===== src/rtl/txmb_pkg.sv =====
`timescale 1ns/1ps
package txmb_pkg;
    typedef enum logic [1:0] {
        S_IDLE = 2'd0,
        S_MOVE = 2'd1,
        S_BUSY = 2'd2,
        S_WB   = 2'd3
    } arb_state_t;

    localparam logic [3:0] CODE_TX_IDLE = 4'h8;
    localparam logic [3:0] CODE_TX_SEND = 4'hC;

    localparam logic [1:0] SEL_CTRL = 2'd0;
    localparam logic [1:0] SEL_ID   = 2'd1;
    localparam logic [1:0] SEL_DLO  = 2'd2;
    localparam logic [1:0] SEL_DHI  = 2'd3;

    localparam int MAX_BYTES = 8;
endpackage


===== src/rtl/txmb_store.sv =====
`timescale 1ns/1ps
module txmb_store
    import txmb_pkg::*;
#(
    parameter int NUM_MB = 4,
    parameter int ID_W   = 11,
    parameter int TS_W   = 16,
    localparam int IDX_W = (NUM_MB > 1) ? $clog2(NUM_MB) : 1
) (
    input  logic                         clk,
    input  logic                         rst_n,
    input  logic                         wr_en,
    input  logic [IDX_W-1:0]             wr_idx,
    input  logic [1:0]                   wr_sel,
    input  logic [31:0]                  wr_data,
    input  logic [NUM_MB-1:0]            flag_clr,
    input  logic                         wb_en,
    input  logic [IDX_W-1:0]             wb_idx,
    input  logic [TS_W-1:0]              wb_stamp,
    input  logic [IDX_W-1:0]             sel_idx,
    input  logic [IDX_W-1:0]             rd_idx,
    output logic [NUM_MB-1:0]            pend_vec,
    output logic [NUM_MB-1:0][ID_W-1:0]  id_vec,
    output logic [ID_W-1:0]              sel_id,
    output logic [3:0]                   sel_len,
    output logic [63:0]                  sel_data,
    output logic [3:0]                   rd_code,
    output logic [TS_W-1:0]              rd_stamp,
    output logic [NUM_MB-1:0]            flags
);
    logic [3:0]      code_q  [NUM_MB];
    logic [3:0]      len_q   [NUM_MB];
    logic [ID_W-1:0] ident_q [NUM_MB];
    logic [63:0]     data_q  [NUM_MB];
    logic [TS_W-1:0] stamp_q [NUM_MB];
    logic [NUM_MB-1:0] set_vec;

    for (genvar m = 0; m < NUM_MB; m++) begin : g_mb
        logic hit_cpu;
        logic hit_wb;
        assign hit_cpu = wr_en && (wr_idx == IDX_W'(m));
        assign hit_wb  = wb_en && (wb_idx == IDX_W'(m));

        always_ff @(posedge clk or negedge rst_n) begin
            if (!rst_n) begin
                code_q[m]  <= '0;
                len_q[m]   <= '0;
                ident_q[m] <= '0;
                data_q[m]  <= '0;
                stamp_q[m] <= '0;
            end else begin
                if (hit_cpu) begin
                    unique case (wr_sel)
                        SEL_CTRL: begin
                            code_q[m] <= wr_data[11:8];
                            len_q[m]  <= wr_data[3:0];
                        end
                        SEL_ID:  ident_q[m]       <= wr_data[ID_W-1:0];
                        SEL_DLO: data_q[m][31:0]  <= wr_data;
                        SEL_DHI: data_q[m][63:32] <= wr_data;
                        default: ;
                    endcase
                end
                if (hit_wb) begin
                    code_q[m]  <= CODE_TX_IDLE;
                    stamp_q[m] <= wb_stamp;
                end
            end
        end

        assign pend_vec[m] = (code_q[m] == CODE_TX_SEND);
        assign id_vec[m]   = ident_q[m];
        assign set_vec[m]  = hit_wb;
    end

    always_ff @(posedge clk or negedge rst_n) begin
        if (!rst_n) flags <= '0;
        else        flags <= (flags & ~flag_clr) | set_vec;
    end

    assign sel_id   = ident_q[sel_idx];
    assign sel_len  = len_q[sel_idx];
    assign sel_data = data_q[sel_idx];
    assign rd_code  = code_q[rd_idx];
    assign rd_stamp = stamp_q[rd_idx];

    AST_WB_SETS_FLAG: assert property (@(posedge clk) disable iff (!rst_n)
        wb_en |=> flags[$past(wb_idx)]);
    AST_WB_CODE_IDLE: assert property (@(posedge clk) disable iff (!rst_n)
        wb_en |=> (code_q[$past(wb_idx)] == CODE_TX_IDLE));
endmodule


===== src/rtl/txmb_pick.sv =====
`timescale 1ns/1ps
module txmb_pick #(
    parameter int NUM_MB = 4,
    parameter int ID_W   = 11,
    localparam int IDX_W = (NUM_MB > 1) ? $clog2(NUM_MB) : 1
) (
    input  logic [NUM_MB-1:0]            pend_vec,
    input  logic [NUM_MB-1:0][ID_W-1:0]  id_vec,
    output logic                         any_pend,
    output logic [IDX_W-1:0]             win_idx
);
    logic [ID_W-1:0] best_id;

    always_comb begin
        any_pend = 1'b0;
        win_idx  = '0;
        best_id  = '0;
        for (int i = 0; i < NUM_MB; i++) begin
            if (pend_vec[i] && (!any_pend || (id_vec[i] < best_id))) begin
                any_pend = 1'b1;
                win_idx  = IDX_W'(i);
                best_id  = id_vec[i];
            end
        end
    end
endmodule


===== src/rtl/txmb_ctrl.sv =====
`timescale 1ns/1ps
module txmb_ctrl
    import txmb_pkg::*;
#(
    parameter int NUM_MB = 4,
    localparam int IDX_W = (NUM_MB > 1) ? $clog2(NUM_MB) : 1
) (
    input  logic             clk,
    input  logic             rst_n,
    input  logic             bus_free,
    input  logic             ifs_gap,
    input  logic             tx_ok,
    input  logic             tx_lost,
    input  logic             any_pend,
    input  logic [IDX_W-1:0] pick_idx,
    output logic             load,
    output logic             sending,
    output logic             wb_en,
    output logic [IDX_W-1:0] win_idx
);
    arb_state_t state, state_nx;
    logic go;

    assign go = (bus_free || ifs_gap) && any_pend;

    always_ff @(posedge clk or negedge rst_n) begin
        if (!rst_n) begin
            state   <= S_IDLE;
            win_idx <= '0;
        end else begin
            state <= state_nx;
            if (state == S_IDLE && go) win_idx <= pick_idx;
        end
    end

    always_comb begin
        state_nx = state;
        unique case (state)
            S_IDLE: if (go) state_nx = S_MOVE;
            S_MOVE: state_nx = S_BUSY;
            S_BUSY: begin
                if (tx_ok)        state_nx = S_WB;
                else if (tx_lost) state_nx = S_IDLE;
            end
            S_WB:   state_nx = S_IDLE;
            default: state_nx = S_IDLE;
        endcase
    end

    always_comb begin
        load    = 1'b0;
        sending = 1'b0;
        wb_en   = 1'b0;
        unique case (state)
            S_IDLE: ;
            S_MOVE: load    = 1'b1;
            S_BUSY: sending = 1'b1;
            S_WB:   wb_en   = 1'b1;
            default: ;
        endcase
    end

    AST_GO_STARTS_MOVE: assert property (@(posedge clk) disable iff (!rst_n)
        (state == S_IDLE && (bus_free || ifs_gap) && any_pend) |=> (state == S_MOVE));
    AST_NO_PEND_STAY: assert property (@(posedge clk) disable iff (!rst_n)
        (state == S_IDLE && !any_pend) |=> (state == S_IDLE));
    AST_OK_TO_WB: assert property (@(posedge clk) disable iff (!rst_n)
        (state == S_BUSY && tx_ok) |=> (state == S_WB));
    AST_LOST_TO_IDLE: assert property (@(posedge clk) disable iff (!rst_n)
        (state == S_BUSY && !tx_ok && tx_lost) |=> (state == S_IDLE));
endmodule


===== src/rtl/txmb_stage.sv =====
`timescale 1ns/1ps
module txmb_stage
    import txmb_pkg::*;
#(
    parameter int NUM_MB = 4,
    parameter int ID_W   = 11,
    parameter int TS_W   = 16,
    localparam int IDX_W = (NUM_MB > 1) ? $clog2(NUM_MB) : 1
) (
    input  logic             clk,
    input  logic             rst_n,
    input  logic             load,
    input  logic             sending,
    input  logic             id_start,
    input  logic [TS_W-1:0]  timer,
    input  logic [IDX_W-1:0] in_mb,
    input  logic [ID_W-1:0]  in_id,
    input  logic [3:0]       in_len,
    input  logic [63:0]      in_data,
    output logic [IDX_W-1:0] smb_mb,
    output logic [ID_W-1:0]  smb_id,
    output logic [3:0]       smb_len,
    output logic [3:0]       smb_nbytes,
    output logic [63:0]      smb_data,
    output logic [TS_W-1:0]  cap_stamp
);
    always_ff @(posedge clk or negedge rst_n) begin
        if (!rst_n) begin
            smb_mb     <= '0;
            smb_id     <= '0;
            smb_len    <= '0;
            smb_nbytes <= '0;
            smb_data   <= '0;
            cap_stamp  <= '0;
        end else if (load) begin
            smb_mb     <= in_mb;
            smb_id     <= in_id;
            smb_len    <= in_len;
            smb_nbytes <= (in_len > 4'(MAX_BYTES)) ? 4'(MAX_BYTES) : in_len;
            smb_data   <= in_data;
            cap_stamp  <= '0;
        end else if (sending && id_start) begin
            cap_stamp  <= timer;
        end
    end

    AST_STAGE_STABLE: assert property (@(posedge clk) disable iff (!rst_n)
        (sending && $past(sending)) |-> ($stable(smb_id) && $stable(smb_data)));
endmodule


===== src/rtl/txmb_arbiter.sv =====
`timescale 1ns/1ps
module txmb_arbiter #(
    parameter int NUM_MB = 4,
    parameter int ID_W   = 11,
    parameter int TS_W   = 16,
    localparam int IDX_W = (NUM_MB > 1) ? $clog2(NUM_MB) : 1
) (
    input  logic              clk,
    input  logic              rst_n,
    input  logic              cpu_wr_en,
    input  logic [IDX_W-1:0]  cpu_wr_idx,
    input  logic [1:0]        cpu_wr_sel,
    input  logic [31:0]       cpu_wr_data,
    input  logic [NUM_MB-1:0] cpu_flag_clr,
    input  logic [IDX_W-1:0]  cpu_rd_idx,
    output logic [3:0]        cpu_rd_code,
    output logic [TS_W-1:0]   cpu_rd_stamp,
    input  logic              bus_free,
    input  logic              ifs_gap,
    input  logic              id_field_start,
    input  logic              tx_done_ok,
    input  logic              tx_lost,
    input  logic [TS_W-1:0]   timer_now,
    output logic              smb_valid,
    output logic [IDX_W-1:0]  smb_mb,
    output logic [ID_W-1:0]   smb_id,
    output logic [3:0]        smb_len,
    output logic [3:0]        smb_nbytes,
    output logic [63:0]       smb_data,
    output logic [NUM_MB-1:0] irq_flags
);
    logic [NUM_MB-1:0]           pend_vec;
    logic [NUM_MB-1:0][ID_W-1:0] id_vec;
    logic                        any_pend;
    logic [IDX_W-1:0]            pick_idx;
    logic [IDX_W-1:0]            win_idx;
    logic                        load, sending, wb_en;
    logic [ID_W-1:0]             sel_id;
    logic [3:0]                  sel_len;
    logic [63:0]                 sel_data;
    logic [TS_W-1:0]             cap_stamp;

    txmb_store #(.NUM_MB(NUM_MB), .ID_W(ID_W), .TS_W(TS_W)) u_store (
        .clk      (clk),
        .rst_n    (rst_n),
        .wr_en    (cpu_wr_en),
        .wr_idx   (cpu_wr_idx),
        .wr_sel   (cpu_wr_sel),
        .wr_data  (cpu_wr_data),
        .flag_clr (cpu_flag_clr),
        .wb_en    (wb_en),
        .wb_idx   (win_idx),
        .wb_stamp (cap_stamp),
        .sel_idx  (win_idx),
        .rd_idx   (cpu_rd_idx),
        .pend_vec (pend_vec),
        .id_vec   (id_vec),
        .sel_id   (sel_id),
        .sel_len  (sel_len),
        .sel_data (sel_data),
        .rd_code  (cpu_rd_code),
        .rd_stamp (cpu_rd_stamp),
        .flags    (irq_flags)
    );

    txmb_pick #(.NUM_MB(NUM_MB), .ID_W(ID_W)) u_pick (
        .pend_vec (pend_vec),
        .id_vec   (id_vec),
        .any_pend (any_pend),
        .win_idx  (pick_idx)
    );

    txmb_ctrl #(.NUM_MB(NUM_MB)) u_ctrl (
        .clk      (clk),
        .rst_n    (rst_n),
        .bus_free (bus_free),
        .ifs_gap  (ifs_gap),
        .tx_ok    (tx_done_ok),
        .tx_lost  (tx_lost),
        .any_pend (any_pend),
        .pick_idx (pick_idx),
        .load     (load),
        .sending  (sending),
        .wb_en    (wb_en),
        .win_idx  (win_idx)
    );

    txmb_stage #(.NUM_MB(NUM_MB), .ID_W(ID_W), .TS_W(TS_W)) u_stage (
        .clk        (clk),
        .rst_n      (rst_n),
        .load       (load),
        .sending    (sending),
        .id_start   (id_field_start),
        .timer      (timer_now),
        .in_mb      (win_idx),
        .in_id      (sel_id),
        .in_len     (sel_len),
        .in_data    (sel_data),
        .smb_mb     (smb_mb),
        .smb_id     (smb_id),
        .smb_len    (smb_len),
        .smb_nbytes (smb_nbytes),
        .smb_data   (smb_data),
        .cap_stamp  (cap_stamp)
    );

    assign smb_valid = sending;

    AST_WINNER_PENDING: assert property (@(posedge clk) disable iff (!rst_n)
        load |-> pend_vec[win_idx]);
endmodule


===== config.mk =====
export PLATFORM = sky130hd
export DESIGN_NAME = txmb_arbiter
export DESIGN_NICKNAME = d
export VERILOG_FILES = /design/src/rtl/txmb_pkg.sv /design/src/rtl/txmb_store.sv /design/src/rtl/txmb_pick.sv /design/src/rtl/txmb_ctrl.sv /design/src/rtl/txmb_stage.sv /design/src/rtl/txmb_arbiter.sv
export SDC_FILE = /design/constraint.sdc
export NUM_CORES = 1
export LEC_CHECK = 0
export CAP_MARGIN = 20
export CORE_MARGIN = 5
export CORE_UTILIZATION = 40
export DETAILED_ROUTE_END_ITERATION = 8
export PLACE_DENSITY = 0.54
export SYNTH_ARGS = -nofsm -noshare
export SYNTH_HDL_FRONTEND = slang
export SYNTH_SLANG_ARGS = --single-unit

===== constraint.sdc =====
create_clock -name clk -period 9.7 [get_ports clk]
set_clock_uncertainty 0.2 [all_clocks]
set_input_delay 0.97 -clock clk [delete_from_list [all_inputs] [get_ports clk]]
set_output_delay 0.97 -clock clk [all_outputs]
set_load 0.05 [all_outputs]

==> out/qor.yml, run 1 <==
status: "finished, final reports clean"
end_kind: "flip-flop"
grt_pass1_wl_mm: 91.3
die-area_sq_mm: 0.0606
reg2reg_setup_slack_ps: 2890
regToRegEndpoint: "u_ctrl.win_idx[0]"
p_leak_nw: 12.0
relSlewSlack: 0.313
routed_wl_mm: 57.5
fin_crit_sh: 0.702
yosysUniqueCellTypes: 49
finalSetupTns_ps: 0
setup.worst_path.class: "flip-flop to flip-flop"
drive_gt1_frac: 0.290
vdd_drop_max_v: 0.000181
grt_pass1_vias: 15200
maxSlewViolCount: 0
cap_violations: 0
holdWs_ps: 190
cts_resized: 0
cts_tree: "done"
first_pass_iters: 5
cts_hold_buf: 0
ys_seq_area_frac: 0.565
finalNetCount: 1995
coreArea_sq_mm: 0.0552
clockBufferDepth: 3
m1WireLength_mm: 26.5
worst_pin_slew_ps: 1030
grt_max_degree: 164
hold_viol_final: 0
critical_path_required_ps: 9940
areaGrowthSynthToFinish_pct: 20.0
max_freq_mhz: 147
num_vias: 14100
period_needed_ps: 6810
wl_met3_mm: 2.28
num_rows: 86
initial_core_util: 0.404
clk_latency_ps: 610
grt_use_total: 0.191
fin_ws_ps: 2890
die_h_microns: 246
post-place-ws_ps: 2960
synth_top_area_frac: 0.565
drtIter0Drc: 809
synthFlopType: "dfrtp_1"
clk_pin_slew_worst_paths_ps: 70
start_kind: "flip-flop"
setup_viol_count_final: 0
io_pins: 176
cts.htree.levels: 2
fin_area_sq_mm: 0.0268
met2_wirelength_mm: 27.6
hold_class: "input pin to asynchronous set/reset pin"
dpl-instance-area_sq_mm: 0.0249
place_inst: 2590
synth_edf_count: 0
antenna_found_initial: 2
highest_layer: "met5"
crit_fanout: 13
rsz0062_at_grt: "no"
synth_largest_area_cell: "dfrtp_1"
netlist_instances: 1746
ys_ff_latch: 504
async_flop_share: 1.00
cts_buffers: 55
synth_area_leaders: "dfrtp_1 57%, mux2_2 16%, mux4_2 10%"
syn_area_per_cell_sq_um: 12.8
drc: 0
rr_worst_depth: 22
timing.rr.start: "u_store.code_q[12]"
power_density_mw_per_mm2: 304
die_w_microns: 246
synth_warnings: 0
routedWlPerCell_microns: 21.3
syn-cell-area_sq_mm: 0.0223
synthesis.nets: 1842
final_cells: 2693
port_buffers: 175
cp_data_arrival_time_ps: 7050
cts_sinks: 504
postCtsSetupRepairBufs: 0
cts-root-buf: "clkbuf_16"
dpl.hpwl_mm: 35.4
gp_congestion: 0.862
overflow: 0
vias_per_cell: 5.24
drtAntennaViolNets: 0
critical path, stage by stage, from the launching register on:
cell,delay [ps]
dfrtp_1,400
and4bb_2,540
nand2_1,130
ha_1,310
and4_1,260
and2_0,170
a221oi_2,100
a21oi_2,570
mux2_2,420
ha_1,290
a21o_1,190
o41ai_1,330
o21ba_2,230
o31ai_4,560
mux2_2,420
ha_1,290
and3_1,170
nand4_1,180
or2_2,340
a32oi_1,220
nor3_1,70
nand3_1,130
o311ai_0,120
through the flow:
step	util	power (mW)
final	0.485	8.15
after global routing	0.485	8.61
after CTS	0.485	8.27
after detailed placement	0.452	6.09
after global placement	0.451	6.03
after floorplan	-	5.10
layout make-up:
class	instances	area [sq um]
fillers	4931	28400
clock buffers	86	1660
inverters	30	113
multi-input cells	1106	9270
flip-flops and latches	504	12600
clock inverters	16	194
well taps	748	936
repair buffers	202	1990
diodes	1	2.50
logic make-up after synthesis:
| group | after synthesis | share of synthesized area |
|---|---|---|
| and+or+nand+nor | 565 | 0.102 |
| DFF | 504 | 0.565 |
| muxes | 445 | 0.274 |
| buffers and inverters | 136 | 0.0233 |
| AOI/OAI and AO/OA | 66 | 0.0192 |
| adders and majority gates | 30 | 0.0168 |
state kept, by name (all words and copies together), names as in the netlist, 3 cells and up:
| register | cells |
|---|---|
| u_store.code_q | 16 |
| u_store.stamp_q | 64 |
| u_stage.smb_nbytes | 4 |
| u_stage.smb_id | 11 |
| u_store.flags | 4 |
| u_stage.smb_data | 64 |
| u_store.id_vec | 44 |
| u_stage.cap_stamp | 16 |
| u_stage.smb_len | 3 |
| u_store.len_q | 16 |
| u_store.data_q | 256 |
worst max-delay path by stage:
stage,start,to,slack (ps),cells past startpoint
after floorplan,u_store.code_q[12],u_ctrl.win_idx[0],3710,24
after global placement,u_store.code_q[12],u_ctrl.win_idx[0],3070,22
after detailed placement,u_store.code_q[12],u_ctrl.win_idx[0],2960,22
after CTS,u_store.code_q[12],u_ctrl.win_idx[0],2920,24
after global routing,u_store.code_q[12],u_ctrl.win_idx[0],2530,24
final,u_store.code_q[12],u_ctrl.win_idx[0],2890,22
cell usage in the layout, fill, tap and decap left out, types with 5 or more instances in the layout:
cell type	n
clkbuf_8	17
nor2_1	23
clkinv_2	8
mux2_2	326
clkdlybuf4s50_1	174
nand3_1	21
inv_1	30
mux2_1	5
mux4_2	99
ha_1	30
a21oi_1	8
nand2_1	472
mux2i_1	15
buf_4	24
nand3b_1	5
nand2b_1	6
dfrtp_1	502
clkbuf_1	14
o21ai_0	33
clkbuf_16	55
nor2_4	6
synth_stat cells (2+ instances only):
master / instances
dfrtp_1: 504
nand2_1: 472
mux2_2: 326
mux4_2: 99
clkbuf_1: 87
o21ai_0: 33
ha_1: 30
inv_1: 30
nor2_1: 29
nand3_1: 21
mux2i_1: 15
buf_1: 14
a21oi_1: 8
nand2b_1: 8
mux2_1: 5
nand3b_1: 5
nor2b_1: 5
nor3_1: 5
buf_2: 4
or3_1: 4
a211oi_1: 3
a21o_1: 3
and3_1: 3
nand4_1: 3
o211ai_1: 3
and4_1: 2
and4bb_2: 2
o21a_1: 2
layer usage:
metal / GRT usage / vias up
met5: 0 / -
met4: 0.0427 / 4
met3: 0.0331 / 65
met2: 0.312 / 239
met1: 0.270 / 7463
li1: - / 6352
where the power goes:
group / switching [mW] / leakage [nW] / internal (mW)
combinational: 1.61 / 4.80 / 1.24
sequential: 0.450 / 6.33 / 2.72
clock: 0.871 / 0.915 / 1.26
total: 2.93 / 12.0 / 5.22
Note: power is estimated with default switching activity, not from simulation.
==> run 2: changes to the inputs <==
==> constraint.sdc (replaced) <==
create_clock -name clk -period 6.4 [get_ports clk]
set_clock_uncertainty 0.2 [all_clocks]
set_input_delay 0.64 -clock clk [delete_from_list [all_inputs] [get_ports clk]]
set_output_delay 0.64 -clock clk [all_outputs]
set_load 0.05 [all_outputs]
==> out/qor.yml, run 2 (synthesis gave the netlist of run 1 again) <==
status: "finished, final reports clean"
cts_tree: "done"
p_sw_mw: 4.54
routedWlPerCell_microns: 21.2
max_freq_mhz: 162
die_h_microns: 246
drtIter0Drc: 731
vdd_drop_max_v: 0.000324
cts.htree.levels: 2
cp_cell_sequence: "and4bb_4, nand2_1, ha_1, and4_1, and2_0, a221oi_4, a21oi_4, buf_4, mux2_2, ha_1, a21o_1, or3_1, o21ba_2, o31ai_4, buf_4, mux2_2, ha_1, and3_1, nand4_1, or2_2, a32oi_1, nor3_1, nand3_1, o311ai_0"
regMostFlops: "u_store.data_q"
finalSetupTns_ps: 0
antenna_found_initial: 3
cp_data_arrival_time_ps: 6440
crit_path_top_delay_cell: "and4bb_4"
finalNetCount: 2020
start_kind: "flip-flop"
swShare: 0.352
critPathMaxStageDelay_ps: 440
grt_pass1_wl_mm: 90.7
clk_latency_ps: 610
relSlewSlack: 0.317
port_buffers: 175
top_regs: "u_store.data_q x256, u_stage.smb_data x64, u_store.stamp_q x64"
clockBufferDepth: 3
die_w_microns: 246
die-area_sq_mm: 0.0606
place_inst: 2608
gp_congestion: 0.882
p_int_mw: 8.34
p_leak_nw: 12.3
critical_path_required_ps: 6670
num_rows: 86
io_pins: 176
grt_pass1_vias: 15200
first_pass_iters: 5
grt_use_total: 0.190
drc: 0
fillers: 4882
hold_viol_final: 0
setup_viol_count_final: 0
period_needed_ps: 6180
post-place-ws_ps: 12.9
areaGrowthSynthToFinish_pct: 22.3
cts_sinks: 504
maxSlewViolCount: 0
cap_violations: 0
crit_fanout: 6
holdWs_ps: 271
grt_max_degree: 145
cpMostUsedCell: "ha_1"
crit_buf_inv: 2
clk_pin_slew_worst_paths_ps: 60
num_vias: 14200
power_density_mw_per_mm2: 472
drive_gt1_frac: 0.303
final_cells: 2720
cts-root-buf: "clkbuf_16"
combinationalPowerShare: 0.346
setup.worst_path.class: "flip-flop to flip-flop"
worst_pin_slew_ps: 1020
crit_family: "simple AND/OR/NAND/NOR gates"
dpl.hpwl_mm: 35.8
initial_core_util: 0.404
overflow: 0
power_frac_clock: 0.281
layout_common_cells: "502 x dfrtp_1, 472 x nand2_1, 326 x mux2_2"
fin_ws_ps: 223
drtAntennaViolNets: 0
layout_commonest_cell: "dfrtp_1"
vias_per_cell: 5.21
coreArea_sq_mm: 0.0552
hold_class: "flip-flop to flip-flop"
cts_buffers: 56
largest_reg_flops: 256
end_kind: "flip-flop"
p_seq_frac: 0.373
fin_crit_sh: 0.965
routed_wl_mm: 57.8
run 2: changes by cell type in the layout (fill, tap and decap cells not counted), moves of 2 or more:
cell / previous run / this run
clkinv_8: 0 / 2
clkbuf_1: 14 / 10
buf_4: 24 / 43
clkbuf_16: 55 / 57
clkbuf_8: 17 / 11
buf_6: 0 / 2
inv_6: 3 / 1
bufinv_16: 3 / 12
run 2: through the flow:
stage	total power, mW	cell area (sq um)	util
after floorplan	7.73	22300	-
after global placement	9.21	25100	0.454
after detailed placement	9.30	25100	0.454
after CTS	13.0	27200	0.493
after global routing	13.6	27300	0.494
final	12.9	27300	0.494
run 2: layer usage:
metal  global-route usage  share of wire  vias to the layer above
met2                0.311           0.48                      231
met4               0.0491          0.021                        4
met5                    0        0.00045                        -
met3               0.0294          0.038                       76
met1                0.267           0.46                     7448
li1                     -              -                     6412
run 2: repair_timing:
item	4_1_cts	5_1_grt
setup endpoints to repair	1	2
gates cloned	0	2
buffers inserted	0	3
hold endpoints to repair	97	0
pin swaps	0	3
hold buffers	1	0
resized for setup	1	10
run 2: final timing paths:
check | from | to | slack, ps | cells after the start
max reg2reg | u_store.code_q[13] | u_ctrl.win_idx[0] | 220 | 24
max | u_store.code_q[13] | u_ctrl.win_idx[0] | 220 | 24
min | u_store.stamp_q[31] | u_store.stamp_q[31] | 270 | 2
min in group asynchronous | rst_n | u_stage.smb_id[6] | 470 | 2
min reg2reg | u_store.stamp_q[31] | u_store.stamp_q[31] | 270 | 2
max in group asynchronous | rst_n | u_stage.cap_stamp[5] | 4020 | 3
run 2: cell type report:
class                      instances  area [sq um]  area share
antenna                            2          5.00    0.000183
clock buffer                      78          1620      0.0592
clock inverter                    26           488      0.0179
inverter                          30           113     0.00413
multi-input combinational       1108          9340       0.342
sequential                       504         12600       0.462
tap                              748           936      0.0343
timing repair buffer             224          2170      0.0796
run 2: worst reg2reg max path: stages, from the launching register on:
cell and delay, ps:
dfrtp_1 420, and4bb_4 440, nand2_1 100, ha_1 320
and4_1 220, and2_0 190, a221oi_4 390, a21oi_4 100
buf_4 150, mux2_2 270, ha_1 180, a21o_1 220
or3_1 330, o21ba_2 240, o31ai_4 280, buf_4 180
mux2_2 340, ha_1 290, and3_1 190, nand4_1 160
or2_2 330, a32oi_1 200, nor3_1 60, nand3_1 110
o311ai_0 130
run 2: power groups by stage:
stage	Sequential (mW)	Clock (mW)	Combinational, mW
after floorplan	5.32	0	2.41
after global placement	4.82	0	4.39
after detailed placement	4.85	0	4.46
after CTS	4.80	3.70	4.48
after global routing	4.93	3.82	4.83
final	4.80	3.61	4.46
